--- config.mk ---
export PLATFORM = sky130hd
export DESIGN_NAME = emac_ctrl_halt
export DESIGN_NICKNAME = d
export VERILOG_FILES = /design/src/rtl/emac_ctrl_halt.sv
export SDC_FILE = /design/constraint.sdc
export NUM_CORES = 1
export LEC_CHECK = 0
export ABC_CLOCK_PERIOD_IN_PS = 4000
export BUFFER_PORTS_ARGS = -buffer_cell sky130_fd_sc_hd__buf_2
export CAP_MARGIN = 20
export CORE_MARGIN = 3
export CORE_UTILIZATION = 33
export DETAILED_ROUTE_END_ITERATION = 8
export GPL_TIMING_DRIVEN = 0
export PLACE_DENSITY_LB_ADDON = 0.25
export SETUP_SLACK_MARGIN = 0.4
export SYNTH_ARGS = -nofsm -noshare
export SYNTH_HDL_FRONTEND = slang
export SYNTH_SLANG_ARGS = --single-unit
--- constraint.sdc ---
create_clock -name clk -period 4 [get_ports clk]
set_input_delay 0.4 -clock clk [delete_from_list [all_inputs] [get_ports clk]]
set_output_delay 0.4 -clock clk [all_outputs]
set_load 0.02 [all_outputs]
--- src/rtl/emac_ctrl_halt.sv ---
module emac_ctrl_halt #(
  parameter int CNT_W     = 16,
  parameter bit CNT_SAT   = 1'b0,
  parameter int RST_DELAY = 4,
  parameter int RST_HOLD  = 4,
  parameter int ADDR_W    = 2
) (
  input  logic              clk,
  input  logic              rst_n,
  input  logic              bus_wr,
  input  logic              bus_rd,
  input  logic [ADDR_W-1:0] bus_addr,
  input  logic [31:0]       bus_wdata,
  output logic [31:0]       bus_rdata,
  input  logic              mii_tick,
  input  logic              tx_pkt_start,
  input  logic              tx_pkt_end,
  input  logic              rx_pkt_start,
  input  logic              rx_addr_phase,
  input  logic              rx_pkt_end,
  input  logic              miss_evt,
  output logic              dp_reset,
  output logic              reset_busy,
  output logic              loop_en,
  output logic              dp_full_duplex,
  output logic [1:0]        link_mode,
  output logic              irq,
  output logic              tx_halted,
  output logic              rx_halted
);

  localparam int TMAX = (RST_DELAY > RST_HOLD) ? RST_DELAY : RST_HOLD;
  localparam int TW   = $clog2(TMAX + 1);
  localparam logic [ADDR_W-1:0] A_CTRL = '0;
  localparam logic [ADDR_W-1:0] A_CNT  = ADDR_W'(1);
  localparam logic [CNT_W-1:0]  C_HALF = {1'b1, {(CNT_W-1){1'b0}}};
  localparam logic [CNT_W-1:0]  C_PRE  = C_HALF - CNT_W'(1);
  localparam logic [CNT_W-1:0]  C_TOP  = '1;
  localparam logic [TW-1:0]     T_DLY  = TW'(RST_DELAY - 1);
  localparam logic [TW-1:0]     T_HLD  = TW'(RST_HOLD - 1);

  typedef enum logic [1:0] {S_IDLE, S_WAIT, S_HOLD} rst_st_t;

  logic             hreq_q, himm_q, fdup_q, loop_q, ren_q, roll_q;
  logic [1:0]       mode_q;
  logic [CNT_W-1:0] cnt_q;
  rst_st_t          st_q;
  logic [TW-1:0]    tcnt_q;
  logic             tx_act_q, rx_act_q, rx_addr_q;

  wire ctrl_wr = bus_wr && (bus_addr == A_CTRL);
  wire cnt_rd  = bus_rd && (bus_addr == A_CNT);

  // Control fields
  always_ff @(posedge clk or negedge rst_n) begin
    if (!rst_n) begin
      hreq_q <= 1'b0;
      himm_q <= 1'b0;
      fdup_q <= 1'b0;
      loop_q <= 1'b0;
      mode_q <= 2'b00;
      ren_q  <= 1'b0;
    end else if (ctrl_wr) begin
      hreq_q <= bus_wdata[0];
      himm_q <= bus_wdata[1];
      fdup_q <= bus_wdata[3];
      loop_q <= bus_wdata[4];
      mode_q <= bus_wdata[6:5];
      ren_q  <= bus_wdata[13];
    end
  end

  // Software reset sequencer, counted in MII ticks
  always_ff @(posedge clk or negedge rst_n) begin
    if (!rst_n) begin
      st_q   <= S_IDLE;
      tcnt_q <= '0;
    end else begin
      unique case (st_q)
        S_IDLE: if (ctrl_wr && bus_wdata[2]) begin
          st_q   <= S_WAIT;
          tcnt_q <= '0;
        end
        S_WAIT: if (mii_tick) begin
          if (tcnt_q == T_DLY) begin
            st_q   <= S_HOLD;
            tcnt_q <= '0;
          end else tcnt_q <= tcnt_q + TW'(1);
        end
        S_HOLD: if (mii_tick) begin
          if (tcnt_q == T_HLD) begin
            st_q   <= S_IDLE;
            tcnt_q <= '0;
          end else tcnt_q <= tcnt_q + TW'(1);
        end
        default: st_q <= S_IDLE;
      endcase
    end
  end

  assign reset_busy = (st_q != S_IDLE);
  assign dp_reset   = (st_q == S_HOLD);

  // Missed-packet counter and rollover flag
  always_ff @(posedge clk or negedge rst_n) begin
    if (!rst_n) begin
      cnt_q  <= '0;
      roll_q <= 1'b0;
    end else begin
      if (miss_evt && !(CNT_SAT && cnt_q == C_TOP))
        cnt_q <= cnt_q + CNT_W'(1);
      if (miss_evt && cnt_q == C_PRE) roll_q <= 1'b1;
      else if (cnt_rd)                roll_q <= 1'b0;
    end
  end

  assign irq = roll_q & ren_q;

  // Halt sequencer
  assign tx_halted = himm_q | (hreq_q & ~tx_act_q);
  assign rx_halted = (himm_q & ~rx_addr_q) | ((hreq_q | himm_q) & ~rx_act_q);

  always_ff @(posedge clk or negedge rst_n) begin
    if (!rst_n) begin
      tx_act_q  <= 1'b0;
      rx_act_q  <= 1'b0;
      rx_addr_q <= 1'b0;
    end else if (dp_reset) begin
      tx_act_q  <= 1'b0;
      rx_act_q  <= 1'b0;
      rx_addr_q <= 1'b0;
    end else begin
      if (himm_q || tx_pkt_end)           tx_act_q <= 1'b0;
      else if (tx_pkt_start && !tx_halted) tx_act_q <= 1'b1;

      if ((himm_q && !rx_addr_q) || rx_pkt_end) rx_act_q <= 1'b0;
      else if (rx_pkt_start && !rx_halted)        rx_act_q <= 1'b1;

      if (rx_pkt_end || !rx_act_q)  rx_addr_q <= 1'b0;
      else if (rx_addr_phase)       rx_addr_q <= 1'b1;
    end
  end

  // Datapath selects
  assign loop_en        = loop_q;
  assign dp_full_duplex = fdup_q & ~loop_q;
  assign link_mode      = mode_q;

  // Read mux
  wire [31:0] ctrl_word = {18'b0, ren_q, 2'b0, roll_q, 3'b0, mode_q,
                           loop_q, fdup_q, 1'b0, himm_q, hreq_q};

  always_comb begin
    if (bus_addr == A_CTRL)     bus_rdata = ctrl_word;
    else if (bus_addr == A_CNT) bus_rdata = 32'(cnt_q);
    else                        bus_rdata = '0;
  end

endmodule

* Yosys cells after proc, flatten, opt, wreduce, memory -nomap -nowiden
Cells that the tools add are included.
** Word-level totals
- Flip-flop bits (word level) :: 32
- Bits of input ports :: 45
- Logic and storage cells :: 86
** Cells by class
- $add $sub $neg :: 2
- Reduce and logical (&&, ||, !) cells :: 25
- Bitwise logic cells :: 12
- Mux-type cells :: 23
- Eq/ne operators :: 11
** Operators by type and width (count)
- 2-to-1 mux 16 bit :: 2
- adder 16 x 1 -> 16 bit, second input constant :: 1
- equality test 16 x 15 -> 1 bit, second input constant :: 1
- 2-to-1 mux 1 bit :: 11
- 2-to-1 mux 2 bit :: 5
- 2-to-1 mux 3 bit :: 3
- nonzero test 3 bit :: 3
- inequality test 2 bit, second input constant :: 4
- logical AND 1 bit :: 7
- one-hot mux 2 bit (3 select lines) :: 1
- one-hot mux 3 bit (2 select lines) :: 1
- nonzero test 2 bit :: 3
- bitwise AND 1 bit :: 5
- AND reduction 5 bit :: 1
- equality test 2 x 1 -> 1 bit, second input constant :: 2
- logical NOT 1 bit :: 4
- logical NOT 2 bit :: 2
- inequality test 2 x 1 -> 1 bit, second input constant :: 2
- NOT 1 bit :: 4
- adder 3 x 1 -> 3 bit, second input constant :: 1
- equality test 3 x 2 -> 1 bit, second input constant :: 1
- logical OR 1 bit :: 3
- OR 1 bit :: 3
- AND reduction 3 bit :: 1
- 2 further kinds :: 2

* Longest topological paths before layout
Gate-level depths: netlist of run 1.
- Word-level depth :: 8
- Gate-level depth with buffers :: 5

* Worst setup path before layout of run 1
Ideal clock, no wire load.
- Path type :: input to output
- Start point :: input port bus_addr[0]
- End point :: output port bus_rdata[11]
- Setup slack :: 2.484 ns
- Cell stages on the path :: 3
- Data arrival time :: 1.116 ns
- Data required time :: 3.600 ns
- Path through :: buf_6 > nor2b_1 > and2_1
** Between the ends
- Word-level cells in the longest chain between the ends :: 3
- Elaborated cells between the ends (all ways) :: 4
- Classes of those cells :: eq/ne (1); mux (2); reduce/logical (1)
** Ends and longest elaborated chain
- start, declared :: RTL line 12 : input logic [ADDR_W-1:0] bus_addr,
- equality test 2 x 1 -> 1 bit :: RTL line 155 : else if (bus_addr == A_CNT) bus_rdata = 32'(cnt_q);
- 2-to-1 mux 16 bit :: RTL line 155
- 2-to-1 mux 16 bit * :: RTL line 154 : if (bus_addr == A_CTRL) bus_rdata = ctrl_word;
- end, declared :: RTL line 14 : output logic [31:0] bus_rdata,
Every way passes the cells marked *; elsewhere a longest branch is shown, timed or not.

* Final worst setup path of run 1
- Start point :: input port bus_addr[0]
- End point :: output port bus_rdata[9]
Same word-level chain as after synthesis.

==> metrics.cfg, run 1 <==
[timing]
min_period_over_period_pct=46.5
finalSetupViolCount=0
max_freq_mhz=538
clock_skew_ns=0.00653
rsz0062_at_grt=no
hold_violations=0
maxSlewViolCount=0
slew_headroom_pct=53.6
timing.final.crit_period_ns=1.86
tns_ns=0
tightestPinTransition_ns=0.696

[status]
outcome=completed

[setup_path]
r2r_cells=4
required_ns=3.60
path_max_fanout=10
critPathTopFamily=simple AND/OR/NAND/NOR gates
crit_buf_inv=3
critPathCaptureType=primary output
cp.depth=5
crit_top_cell=buf_2
critPathMaxStageDelay_ns=0.44
start_kind=input pin
crit_type=in -> out
path_cells=buf_2 > buf_6 > nor2b_1 > and2_1 > buf_2
crit_slowest_cell=nor2b_1
critPathArrivalTime_ns=1.46

[grt]
grt_usage_pct=11.9
antenna_found_initial=0
grt_pass1_wl_um=6090
grt_max_degree=33
overflow=0
grt_pass1_vias=1341

[clock_tree]
cts-hold-fix-buffers=0
htree_levels=2
cts-root-buf=clkbuf_8
clk_pin_slew_worst_paths_ns=0.06
post_cts_resized=0
cts_buffers=5
clk_latency_ns=0.28
cts_tree=done
post-cts-setup-buffers=0
clock_path_buffers=2
cts.sinks=32

[synthesis]
yosysSeqAreaShare_pct=42.2
async_flop_share_pct=100
synth_cells=175
syn_area_sq_um=1900
yosys.area_share.simple_pct=20.1
synth.area.top_cells=dfrtp_1, buf_4, mux2_2
synthAdderAreaFrac_pct=4.62
synth_top_family_by_area=simple AND/OR/NAND/NOR gates
synth_top_area_cell=dfrtp_1
ys_ff_latch=32
synth_compound_area_share_pct=7.19
synth.distinct_cells=38
synthXorXnorAreaFrac_pct=6.93
synth_edf_count=0
synth_ff_type=dfrtp_1
synth_top_cell_area_share_pct=42.2
avgSynthCellArea_sq_um=10.8
ys_warn_count=0
synth_mux_area_share_pct=9.57

[power]
p_leak_nw=1.29
seq_power_share_pct=37.9
p_clk_share_pct=27.1
pwr-share-comb_pct=35.0
power_w=0.00124
power_density_nw_per_um2=519
ir_worst_vdd_uv=234
p_switching_w=0.000434
swShare_pct=34.9
p_int_w=0.000808

[floorplan]
rows=26
die_x_um=81.8
io_pins=86
start_util_pct=35.5
die_h_um=81.8
core_sq_um=5340
die_area_sq_um=6690

[final_layout]
num-fill-cells=531
antennaDiodeCount=0
layout.nets=294
area_growth_pct=26.1
multi_input_area_sq_um=977
instances_no_fill=313
drive_above_1_share_pct=37.0
mostFrequentLayoutCells=buf_2, dfrtp_1, buf_4, conb_1, nor2_1
layout_commonest_cell=buf_2
seqCellArea_sq_um=801

[job]
cap_violations=0

[drt]
dr.first_iter.drc_count=52
dr.pass1.iters=4
drt-total-wl_um=3650
drtAntennaViolNets=0
vias=1385
routedWlPerCell_um=11.7
viasPerCell=4.42
drcViolationCount=0

[place]
dpl.cell_count=305
dp_hpwl_um=2760
io_buffer_count=45
place.gp.congestion=0.751

[hold_path]
hold_path.class=in -> async

-- kinds of logic after synthesis --
| kind of cell | after synthesis |
|---|---|
| buffers and inverters | 26 |
| muxes | 17 |
| AOI/OAI and AO/OA | 18 |
| and+or+nand+nor | 59 |
| DFF | 32 |
| other | 1 |
| xor gates and xnor gates | 15 |
| adders and majority gates | 7 |
-- metal layers --
layer	track usage, %	vias up	routed length (um)
li1	-	709	-
met1	16.0	616	1760
met2	18.2	54	1550
met3	3.07	6	280
met4	4.98	0	63
met5	0	-	0
-- synthesized netlist by cell type (2+ instances only) --
cell,n
dfrtp_1,32
buf_4,16
nor2_1,15
and2_1,9
mux2_2,9
xor2_1,9
mux2i_1,8
nand2_1,8
ha_1,7
inv_1,7
nand3_1,6
xnor2_1,6
nor2b_1,4
nor3_1,4
o21a_1,4
nor4_2,3
a211o_1,2
a21oi_1,2
buf_6,2
nand4_1,2
nand4_2,2
o21ai_0,2
-- state kept, by name, indices dropped and copies added (netlist names) --
signal     cells
rx_act_q       1
tcnt_q         3
ren_q          1
tx_act_q       1
cnt_q         16
link_mode      2
loop_en        1
fdup_q         1
himm_q         1
st_q           2
hreq_q         1
roll_q         1
rx_addr_q      1
-- worst reg2reg max path, stage by stage, from the launching register on --
cell and delay [ns]:
dfrtp_1 0.41, ha_1 0.23, and3b_1 0.18, o2bb2ai_1 0.25, mux2_2 0.37
-- through the flow --
step / utilization, % / instance area [sq um] / hold slack [ns] / setup WS [ns]
floorplan: - / 1950 / 0.104 / 2.48
global placement: 42.4 / 2260 / 0.498 / 2.12
detailed placement: 42.4 / 2260 / 0.500 / 2.11
CTS: 44.8 / 2390 / 0.200 / 2.11
global route: 44.8 / 2390 / 0.222 / 1.98
finish: 44.8 / 2390 / 0.165 / 2.14
-- power by group through the flow --
stage                     combinational [W]  sequential, W  clock, W
final                              0.000435       0.000470  0.000337
after floorplan                    0.000333       0.000467         0
after CTS                          0.000438       0.000472  0.000348
after global placement             0.000433       0.000476         0
after detailed placement           0.000435       0.000478         0
after global routing               0.000485       0.000483  0.000365
-- final cells by class --
class / instances / share of cell area, %
Sequential cell: 32 / 33.5
Clock buffer: 7 / 4.03
Clock inverter: 1 / 1.26
Buffer: 19 / 6.17
Tap cell: 70 / 3.66
Inverter: 7 / 1.10
Timing Repair Buffer: 45 / 9.42
Multi-Input combinational cell: 132 / 40.9
-- final timing paths --
| path | start | to | slack, ns |
|---|---|---|---|
| worst max-delay path | bus_addr[0] | bus_rdata[9] | 2.14 |
| worst min-delay path | rst_n | tcnt_q[1] | 0.16 |
| worst max register to register | tcnt_q[0] | st_q[0] | 2.44 |
| worst min register to register | roll_q | roll_q | 0.51 |
| max in group asynchronous | rst_n | ren_q | 3.39 |
| min in group clk | tx_pkt_end | tx_act_q | 0.27 |
(Power assumes the default switching activity.)
==> run 2, diff against run 1 <==
--- a/config.mk
+++ b/config.mk
@@ -5,7 +5,7 @@
 export SDC_FILE = /design/constraint.sdc
 export NUM_CORES = 1
 export LEC_CHECK = 0
-export ABC_CLOCK_PERIOD_IN_PS = 4000
+export ABC_CLOCK_PERIOD_IN_PS = 1600
 export BUFFER_PORTS_ARGS = -buffer_cell sky130_fd_sc_hd__buf_2
 export CAP_MARGIN = 20
 export CORE_MARGIN = 3
==> constraint.sdc (replaced) <==
create_clock -name clk -period 1.6 [get_ports clk]
set_input_delay 0.16 -clock clk [delete_from_list [all_inputs] [get_ports clk]]
set_output_delay 0.16 -clock clk [all_outputs]
set_load 0.02 [all_outputs]
==> metrics.cfg, run 2 (synthesis gave the netlist of run 1 again) <==
[drt]
drt-total-wl_um=5060
vias=1672
routedWlPerCell_um=13.9
dr.pass1.iters=4
drcViolationCount=0
dr.first_iter.drc_count=70
drtAntennaViolNets=0
viasPerCell=4.59

[hold_path]
hp-start=tx_pkt_end
min_to=tx_act_q
hold_path.class=in -> reg
whs_path_depth=2

[timing]
tightestPinTransition_ns=0.726
slew_headroom_pct=51.6
hold_violations=0
clock_skew_ns=0.00739
timing.final.crit_period_ns=1.40
rsz0062_at_grt=yes
max_freq_mhz=717
tns_ns=0
setup_slack_ns=0.205
finalSetupViolCount=0
maxSlewViolCount=0
min_period_over_period_pct=87.2

[place]
dpl.cell_count=305
io_buffer_count=45
dp_hpwl_um=2930
place.gp.congestion=0.780
place_ws_ns=0.105

[power]
ir_worst_vdd_uv=725
p_int_w=0.00270
p_clk_share_pct=16.4
p_leak_nw=1.62
swShare_pct=35.7
seq_power_share_pct=28.1
pwr-share-comb_pct=55.6
power_density_nw_per_um2=1340
power_w=0.00420
p_switching_w=0.00150

[setup_path]
path_cells=inv_2 > ha_4 > nor2b_4 > o21a_1 > a211o_1
crit_type=reg -> reg
crit_slowest_cell=dfrtp_1
r2r_setup_slack_ns=0.20
path_max_fanout=5
rr_endpoint=tcnt_q[1]
start_kind=flip-flop
critPathMaxStageDelay_ns=0.42
required_ns=1.77
critPathArrivalTime_ns=1.57
r2r_cells=5
r2r_start=st_q[1]
critPathCaptureType=flip-flop

[final_layout]
largest_reg_flops=16
area_growth_pct=65.5
multi_input_area_sq_um=1230
regMostFlops=cnt_q
layout_commonest_cell=buf_4
top_regs=cnt_q: 16 flops, tcnt_q: 3 flops
final_core_util_pct=58.8
instances_no_fill=364
antennaDiodeCount=0
mostFrequentLayoutCells=buf_4, buf_2, buf_6, dfrtp_1, conb_1
drive_above_1_share_pct=60.2
seqCellArea_sq_um=812
num-fill-cells=461
layout.nets=346

[clock_tree]
clk_pin_slew_worst_paths_ns=0.07
cts-root-buf=clkbuf_8
clock_path_buffers=2
cts_tree=done
clk_latency_ns=0.28
cts_buffers=5
cts.sinks=32
htree_levels=2

[floorplan]
die_x_um=81.8
die_h_um=81.8
rows=26
core_sq_um=5340
die_area_sq_um=6690
io_pins=86
start_util_pct=35.5

[grt]
grt_usage_pct=14.3
overflow=0
grt_pass1_vias=1553
grt_max_degree=33
grt_pass1_wl_um=7250
antenna_found_initial=0

[job]
cap_violations=0

[status]
outcome=completed

[run 2: cell types whose count changed in the layout (fill, tap and decap cells not counted), moves of 4 or more]
| cell | previous run | this run |
|---|---|---|
| buf_2 | 46 | 32 |
| buf_4 | 16 | 57 |
| buf_6 | 2 | 25 |
| dfrtp_1 | 32 | 23 |
| dfrtp_2 | 0 | 9 |
| ha_1 | 7 | 2 |
| inv_1 | 7 | 3 |
| nor2_1 | 15 | 8 |
| nor2_4 | 0 | 4 |
| nor3_1 | 4 | 0 |
[run 2: worst max path at each step]
stage	from	end	slack, ns	cells past startpoint
4_1_cts	tcnt_q[0]	st_q[0]	0.20	4
6_report	st_q[1]	tcnt_q[1]	0.20	5
3_5_place_dp	bus_addr[0]	tcnt_q[1]	0.10	5
5_1_grt	cnt_q[6]	cnt_q[12]	0.16	4
3_3_place_gp	bus_addr[1]	tcnt_q[0]	0.12	5
2_1_floorplan	st_q[0]	st_q[0]	0.25	5
[run 2: critical path: cells and delay by family, from the launching register on]
kind	cells	cell delay [ns]
AO/OA/AOI/OAI	2	0.38
buffers and inverters	1	0.13
flip-flops	1	0.42
AND/OR/NAND/NOR	1	0.13
adder cells (fa/ha/maj)	1	0.23
[run 2: final cells by class]
cell class / instances / share of cell area (%)
Multi-Input combinational cell: 133 / 39.3
Sequential cell: 32 / 25.9
Timing Repair Buffer: 96 / 23.1
Buffer: 19 / 4.90
Clock buffer: 7 / 3.07
Tap cell: 70 / 2.79
Inverter: 7 / 0.917
[run 2: repair_timing]
item | in CTS | in global routing
pin swaps | 14 | 20
setup endpoints to repair | 36 | 38
buffers inserted | 28 | 22
resized for setup | 44 | 41
hold buffers | 1 | 0
gates cloned | 0 | 1
endpoints found under the hold margin | 32 | 0
[run 2: power by group through the flow]
| stage | Clock, W | Combinational (W) | Sequential, W |
|---|---|---|---|
| 3_5_place_dp | 0 | 0.00126 | 0.00121 |
| 2_1_floorplan | 0 | 0.000987 | 0.00118 |
| 5_1_grt | 0.000735 | 0.00250 | 0.00120 |
| 3_3_place_gp | 0 | 0.00125 | 0.00120 |
| 6_report | 0.000688 | 0.00234 | 0.00118 |
| 4_1_cts | 0.000698 | 0.00197 | 0.00117 |
[run 2: metal layers]
metal,wire (um),vias to the layer above,track usage (%)
met4,72,0,5.48
met2,2550,48,24.4
li1,-,808,-
met5,0,-,0
met3,303,8,3.18
met1,2140,808,17.4
[run 2: through the flow]
stage	hold slack, ns	instance area, sq um
floorplan	-0.136	2010
global placement	0.261	2320
detailed placement	0.262	2320
CTS	0.0178	2810
global route	0.0329	3140
finish	0.0262	3140
==> run 3, diff against run 2 <==
--- a/config.mk
+++ b/config.mk
@@ -8,6 +8,7 @@
 export ABC_CLOCK_PERIOD_IN_PS = 1600
 export BUFFER_PORTS_ARGS = -buffer_cell sky130_fd_sc_hd__buf_2
 export CAP_MARGIN = 20
+export CORE_ASPECT_RATIO = 1.2
 export CORE_MARGIN = 3
 export CORE_UTILIZATION = 33
 export DETAILED_ROUTE_END_ITERATION = 8
==> metrics.cfg, run 3 (synthesis gave the netlist of run 1 again) <==
[final_layout]
drive_above_1_share_pct=59.1
top_regs=cnt_q: 16 flops, tcnt_q: 3 flops
layout_commonest_cell=buf_4
regMostFlops=cnt_q
instances_no_fill=348
area_growth_pct=63.1
largest_reg_flops=16
antennaDiodeCount=0
mostFrequentLayoutCells=buf_4, buf_2, dfrtp_1, buf_6, conb_1
layout.nets=337

[floorplan]
core_sq_um=5410
start_util_pct=35.1
die_h_um=89.0
io_pins=86
die_x_um=75.2
rows=29
die_area_sq_um=6690

[place]
place.gp.congestion=0.653
place_ws_ns=0.0993
dpl.cell_count=297
io_buffer_count=45
dp_hpwl_um=2910

[timing]
min_period_over_period_pct=87.7
maxSlewViolCount=0
tightestPinTransition_ns=0.744
rsz0062_at_grt=yes
slew_headroom_pct=50.4
tns_ns=0
max_freq_mhz=713
timing.final.crit_period_ns=1.40
hold_violations=0
clock_skew_ns=0.00546
finalSetupViolCount=0
setup_slack_ns=0.197

[status]
outcome=completed

[setup_path]
critPathCaptureType=flip-flop
rr_endpoint=st_q[0]
critPathMaxStageDelay_ns=0.40
critPathArrivalTime_ns=1.57
path_max_fanout=3
crit_type=reg -> reg
r2r_start=tcnt_q[0]
r2r_setup_slack_ns=0.20
required_ns=1.76
crit_slowest_cell=dfrtp_1
path_cells=ha_2 > and3b_2 > o2bb2ai_4 > mux2_4
r2r_cells=4
start_kind=flip-flop

[drt]
routedWlPerCell_um=13.6
dr.first_iter.drc_count=35
viasPerCell=4.58
dr.pass1.iters=4
drt-total-wl_um=4730
drcViolationCount=0
drtAntennaViolNets=0
vias=1595

[power]
ir_worst_vdd_uv=899
p_leak_nw=1.62
power_density_nw_per_um2=1330

[grt]
grt_max_degree=33
grt_usage_pct=14.9
antenna_found_initial=0
grt_pass1_vias=1623
grt_pass1_wl_um=7560
overflow=0

[clock_tree]
clk_latency_ns=0.28
clock_path_buffers=2
cts_tree=done
htree_levels=2
cts-root-buf=clkbuf_8
clk_pin_slew_worst_paths_ns=0.07
cts.sinks=32
cts_buffers=5

[job]
cap_violations=0

[hold_path]
min_to=tx_act_q
whs_path_depth=2
hp-start=tx_pkt_end
hold_path.class=in -> reg

-- run 3: cell types whose count changed in the layout (fill, tap and decap cells not counted), sizes merged --
| cell | delta |
|---|---|
| buf | -9 |
| bufinv | +1 |
-- run 3: how the worst max path moves through the flow --
stage / slack (ns) / from / endpoint
detailed placement: 0.1 / bus_addr[1] / tcnt_q[0]
floorplan: 0.25 / st_q[0] / st_q[0]
CTS: 0.18 / tcnt_q[0] / st_q[0]
finish: 0.20 / tcnt_q[0] / st_q[0]
global route: 0.15 / st_q[1] / tcnt_q[0]
global placement: 0.10 / bus_addr[0] / tcnt_q[1]
-- run 3: per-stage QoR --
step,cell area [sq um],util (%),power (W),hold WS (ns)
2_1_floorplan,2010,-,0.00217,-0.136
3_3_place_gp,2310,42.8,0.00244,0.271
3_5_place_dp,2310,42.8,0.00248,0.263
4_1_cts,2810,52.0,0.00387,0.0180
5_1_grt,3090,57.2,0.00437,0.0246
6_report,3090,57.2,0.00411,0.0250
-- run 3: where the power goes --
| group | total, W | leakage, nW | internal [W] | switching (W) |
|---|---|---|---|---|
| logic | 0.00208 | 1.16 | 0.00116 | 0.000918 |
| registers | 0.00118 | 0.390 | 0.000995 | 0.000185 |
| clock network | 0.000858 | 0.0645 | 0.000550 | 0.000308 |
| total | 0.00411 | 1.62 | 0.00270 | 0.00141 |
-- run 3: area by class of cell --
type                    count  area, sq um
well taps                  62         77.6
clock inverters             1         30.0
flip-flops and latches     32          810
fillers                   450         2310
repair buffers             87          681
plain buffers              19          154
multi-input cells         133         1210
clock buffers               7         96.3
inverters                   7         28.8
-- run 3: routing by layer --
metal | wire length [um] | track usage [%]
met2 | 2540 | 27.0
met5 | 0 | 0
met4 | 59 | 5.72
met1 | 1860 | 16.5
met3 | 274 | 3.60
-- run 3: critical path, delay by kind of cell (launching register included) --
| family | cells | cell delay [ns] |
|---|---|---|
| flip-flops | 1 | 0.40 |
| adder cells (fa/ha/maj) | 1 | 0.20 |
| multiplexers | 1 | 0.32 |
| AO/OA/AOI/OAI | 1 | 0.15 |
| AND/OR/NAND/NOR | 1 | 0.23 |
-- run 3: repair_timing --
action / in CTS / in global routing
pin swaps: 11 / 16
setup buffers: 24 / 17
resized for setup: 41 / 41
hold buffers: 1 / 0
gates cloned: 0 / 1
hold endpoints to repair: 32 / 0
endpoints found under the setup margin: 36 / 40
